`config.mk`:
```
export PLATFORM = sky130hd
export DESIGN_NAME = dyn_bus_arbiter
export DESIGN_NICKNAME = d
export VERILOG_FILES = /design/src/rtl/dba_pkg.sv /design/src/rtl/dba_prio_regs.sv /design/src/rtl/dba_select.sv /design/src/rtl/dba_grant_ctrl.sv /design/src/rtl/dyn_bus_arbiter.sv
export SDC_FILE = /design/constraint.sdc
export NUM_CORES = 1
export LEC_CHECK = 0
export BUFFER_PORTS_ARGS = -buffer_cell sky130_fd_sc_hd__clkbuf_2
export CAP_MARGIN = 20
export CORE_ASPECT_RATIO = 2
export CORE_UTILIZATION = 55
export DETAILED_ROUTE_END_ITERATION = 8
export GPL_TIMING_DRIVEN = 1
export PLACE_DENSITY_LB_ADDON = 0.2
export SETUP_SLACK_MARGIN = 0.05
export SLEW_MARGIN = 20
export SYNTH_ARGS = -nofsm -noshare
export SYNTH_HDL_FRONTEND = slang
export SYNTH_SLANG_ARGS = --single-unit
```
`constraint.sdc`:
```
create_clock -name clk -period 7.76 [get_ports clk]
set_clock_uncertainty 0.2 [all_clocks]
set_input_delay 1.164 -clock clk [delete_from_list [all_inputs] [get_ports clk]]
set_output_delay 1.164 -clock clk [all_outputs]
set_load 0.03 [all_outputs]
```
`src/rtl/dba_pkg.sv`:
```
package dba_pkg;
    localparam int NUM_CPU = 4;
    localparam int PRIO_W  = 3;
    localparam int IDX_W   = (NUM_CPU > 1) ? $clog2(NUM_CPU) : 1;

    typedef logic [PRIO_W-1:0]  prio_t;
    typedef logic [IDX_W-1:0]   cpu_idx_t;
    typedef logic [NUM_CPU-1:0] cpu_vec_t;

    typedef enum logic { BUS_FREE, BUS_OWNED } bus_state_e;

    typedef struct packed {
        logic     valid;
        cpu_idx_t cpu;
        prio_t    prio;
    } prio_wr_t;

    typedef struct packed {
        logic     valid;
        cpu_idx_t cpu;
    } pick_t;

    function automatic cpu_idx_t next_idx(cpu_idx_t i);
        if (int'(i) == NUM_CPU - 1) return '0;
        return i + cpu_idx_t'(1);
    endfunction

    function automatic cpu_vec_t to_onehot(cpu_idx_t i);
        cpu_vec_t v;
        v = '0;
        v[i] = 1'b1;
        return v;
    endfunction
endpackage

```
`src/rtl/dba_prio_regs.sv`:
```
module dba_prio_regs
    import dba_pkg::*;
(
    input  logic     clk,
    input  logic     rst,
    input  prio_wr_t wr,
    output prio_t    prio_q [NUM_CPU]
);
    for (genvar g = 0; g < NUM_CPU; g++) begin : g_reg
        always_ff @(posedge clk) begin
            if (rst)
                prio_q[g] <= prio_t'(g);
            else if (wr.valid && wr.cpu == cpu_idx_t'(g))
                prio_q[g] <= wr.prio;
        end
    end
endmodule

```
`src/rtl/dba_select.sv`:
```
module dba_select
    import dba_pkg::*;
(
    input  cpu_vec_t req,
    input  prio_t    prio_q [NUM_CPU],
    input  cpu_idx_t start_ptr,
    output pick_t    pick
);
    prio_t best;

    always_comb begin
        pick = '0;
        best = '0;
        for (int k = 0; k < NUM_CPU; k++) begin
            cpu_idx_t ci;
            ci = cpu_idx_t'((int'(start_ptr) + k) % NUM_CPU);
            if (req[ci] && (!pick.valid || prio_q[ci] > best)) begin
                pick.valid = 1'b1;
                pick.cpu   = ci;
                best       = prio_q[ci];
            end
        end
    end
endmodule

```
`src/rtl/dba_grant_ctrl.sv`:
```
module dba_grant_ctrl
    import dba_pkg::*;
(
    input  logic     clk,
    input  logic     rst,
    input  cpu_vec_t req,
    input  logic     bus_release,
    input  pick_t    pick,
    output cpu_idx_t rr_ptr,
    output cpu_vec_t grant,
    output logic     bus_busy
);
    bus_state_e state;
    cpu_idx_t   owner;

    always_ff @(posedge clk) begin
        if (rst) begin
            state  <= BUS_FREE;
            owner  <= '0;
            rr_ptr <= '0;
            grant  <= '0;
        end else begin
            case (state)
                BUS_FREE: begin
                    if (pick.valid) begin
                        state  <= BUS_OWNED;
                        owner  <= pick.cpu;
                        rr_ptr <= next_idx(pick.cpu);
                        grant  <= to_onehot(pick.cpu);
                    end
                end
                BUS_OWNED: begin
                    if (!req[owner] || bus_release) begin
                        state <= BUS_FREE;
                        grant <= '0;
                    end
                end
                default: state <= BUS_FREE;
            endcase
        end
    end

    assign bus_busy = (state == BUS_OWNED);
endmodule

```
`src/rtl/dyn_bus_arbiter.sv`:
```
module dyn_bus_arbiter
    import dba_pkg::*;
(
    input  logic               clk,
    input  logic               rst,
    input  logic [NUM_CPU-1:0] req,
    input  logic               bus_release,
    input  logic               pw_valid,
    input  logic [IDX_W-1:0]   pw_cpu,
    input  logic [PRIO_W-1:0]  pw_prio,
    output logic [NUM_CPU-1:0] grant,
    output logic               bus_busy
);
    prio_wr_t wr;
    prio_t    prio_q [NUM_CPU];
    cpu_idx_t rr_ptr;
    pick_t    pick;

    assign wr = '{valid: pw_valid, cpu: pw_cpu, prio: pw_prio};

    dba_prio_regs u_regs (
        .clk    (clk),
        .rst    (rst),
        .wr     (wr),
        .prio_q (prio_q)
    );

    dba_select u_sel (
        .req       (req),
        .prio_q    (prio_q),
        .start_ptr (rr_ptr),
        .pick      (pick)
    );

    dba_grant_ctrl u_ctrl (
        .clk         (clk),
        .rst         (rst),
        .req         (req),
        .bus_release (bus_release),
        .pick        (pick),
        .rr_ptr      (rr_ptr),
        .grant       (grant),
        .bus_busy    (bus_busy)
    );
endmodule

```
==> out/qor.yml <==
yosys.area_share.simple_pct: 18.89
sequentialPowerShare_pct: 22.3
diodes: 0
synth_cell_types: 44
cts.sinks: 21
end_kind: "flip-flop"
finalMaxSlewViolations: 0
cp_max_fo: 21
viasPerCell: 6.498
period_minus_slack_ns: 6.501
crit_arrival_ns: 6.44
grt_first_pass_wirelength_um: 6630
drtIter0Drc: 29
synth-xor-area-share_pct: 0
fmax_mhz: 153.8
yosysTopAreaCell: "dfxtp_1"
crit_type: "reg2reg"
io_pins: 18
mostFrequentLayoutCells: "26 x nor2_1, 21 x dfxtp_1, 20 x nand2_1"
place_congestion: 0.8533
cp_data_required_time_ns: 7.70
rows: 29
final_common_cell: "nor2_1"
crit_family: "compound AO/OA/AOI/OAI gates"
postCtsSetupBuffers: 0
grt.overflow.total: 0
wl_um: 3907
maxSlewHeadroom_pct: 44.87
rsz0062_at_grt: "no"
cts_tree: "built"
wl_met3_um: 111
cp_slowest_cell: "dfxtp_1"
area_growth_pct: 7.208
fin_crit_sh_pct: 83.77
pre_cts_ws_ns: 1.100
grt_util_all_layers_pct: 24.32
synthAdderAreaFrac_pct: 9.097
peakVddDrop_mv: 0.3423
finalSetupTns_ns: 0
fillers: 290
synth_top_family_by_area: "multiplexers"
max_cap_violations: 0
grt_max_degree: 22
initial_core_util_pct: 57.30
wl_met2_um: 2133
synth_area_per_cell_sq_um: 8.434
power-per-cell-area_nw_per_um2: 373.6
clock_path_buffers: 2
synth_top_area_share_pct: 23.51
sw_frac_of_total_pct: 47.91
worst-path-buf-inv: 2
syn-num-nets: 238
min_path_cells: 2
fin_nets: 251
cts_buffers: 3
drc: 0
outcome: "completed"
synthArstFlopShare_pct: 0
synth_cells: 212
crit_path_max_incr_delay_ns: 0.86
final_layout_size_suffix_gt1_share_pct: 16.52
grt_antenna_before_repair: 0
die_area_sq_um: 3496
p_leak_nw: 0.8248
routed.top_layer: "met4"
ys_top_cells_by_area: "dfxtp_1 24%, mux4_2 10%, ha_1 9.1%, mux2i_1 9.0%, nor2_1 5.5%"
place_inst: 251
core_area_sq_um: 3120
wl_per_cell_um: 15.32
path_clk_slew_ns: 0.07
vias: 1657
worst_pin_slew_ns: 0.8258
port_buffers: 17
place_hpwl_um: 3224
seqCellArea_sq_um: 420.4
p_comb_share_pct: 68.1
start_kind: "flip-flop"
fp.dieW_um: 42.32
dr.pass1.iters: 5
synth_compound_area_share_pct: 20.22
synth.area.mux_share_pct: 22.81
multi_input_comb_area_sq_um: 1270
hold_path_class: "reg2reg"
cts.htree.levels: 1
ys_ff_latch: 21
cell_internal_pwr_w: 0.0003731
ys_dominant_reg_cell: "dfxtp_1"
synth_edf_count: 0
die_h_um: 82.63
grt_pass1_vias: 1543
setup_violations: 0
hold_viol: 0
cp.depth: 26
stdcell_count: 255
synth_area_sq_um: 1788
ant_nets: 0
wl_met1_um: 1493
fin_ws_ns: 1.259
yosysWarnings: 0
cts_resized: 0
insertion_delay_ns: 0.26
p_clk_share_pct: 9.6
power.switching_w: 0.0003431
ctsHoldBuffers: 0
rr_worst_depth: 26
seq_area_frac_synth_pct: 23.51
root_buffer: "clkbuf_8"
==> Yosys cell counts, drive strengths merged, types with 3 or more instances <==
library cell  number
a21o               4
clkbuf             5
a211oi             3
o21a               5
o21ai             13
mux2               4
mux4               8
nor4               3
nand2             20
nor2              26
a22oi              6
dfxtp             21
nand3              6
mux2i             17
a21oi             10
nor3               3
inv               11
ha                13
buf                6
==> cell type report <==
| cell class | instances | share of cell area (%) |
|---|---|---|
| flip-flops and latches | 21 | 21.93 |
| repair buffers | 19 | 5.222 |
| clock inverters | 1 | 0.2611 |
| clock buffers | 3 | 2.154 |
| well taps | 31 | 2.023 |
| inverters | 11 | 2.154 |
| multi-input cells | 169 | 66.25 |
==> tightest hold or removal path: cells and delay by family (launching register included) <==
family,cells,cell delay (ns)
AOI/OAI and AO/OA,1,0.07
DFF,1,0.33
and+or+nand+nor,1,0.08
==> power by group through the flow <==
stage / logic [W] / clock network (W) / registers [W]
3_3_place_gp: 0.000466 / 0 / 0.000161
3_5_place_dp: 0.000485 / 0 / 0.000162
2_1_floorplan: 0.000382 / 0 / 0.000156
6_report: 0.000488 / 0.0000685 / 0.000160
4_1_cts: 0.000489 / 0.0000709 / 0.000160
5_1_grt: 0.000550 / 0.0000763 / 0.000165
==> cells by family after synthesis <==
group,count (synthesis)
DFF,21
buffers and inverters,22
AOI/OAI and AO/OA,55
muxes,29
and+or+nand+nor,72
adders and majority gates,13
==> sequential cells by signal (all words and copies together) (netlist names) <==
name             flops
u_ctrl.owner         2
u_ctrl.rr_ptr        2
u_ctrl.bus_busy      1
u_ctrl.grant         4
u_regs.prio_q       12
==> routing by layer <==
metal | global-route usage [%] | vias to the layer above
li1 | - | 808
met1 | 25.84 | 766
met2 | 45.08 | 62
met3 | 2.174 | 21
met4 | 15.00 | 0
met5 | 0 | -
==> through the flow <==
stage | hold slack [ns] | total power (W) | instance area [sq um] | util (%)
after CTS | 0.3152 | 0.0007198 | 1917 | 61.43
after global placement | 0.2842 | 0.0006273 | 1871 | 59.94
after detailed placement | 0.2976 | 0.0006470 | 1871 | 59.94
after global routing | 0.3476 | 0.0007915 | 1917 | 61.43
after floorplan | 0.2665 | 0.0005384 | 1788 | -
final | 0.3074 | 0.0007162 | 1917 | 61.43
==> path summary, 6_finish.rpt <==
path	from	to	slack (ns)
setup / recovery	u_ctrl.rr_ptr[0]	u_ctrl.grant[0]	1.26
hold / removal	u_ctrl.grant[1]	u_ctrl.grant[1]	0.31
setup reg to reg	u_ctrl.rr_ptr[0]	u_ctrl.grant[0]	1.26
hold reg to reg	u_ctrl.grant[1]	u_ctrl.grant[1]	0.31
No activity file was read; power rests on OpenSTA's default activity.
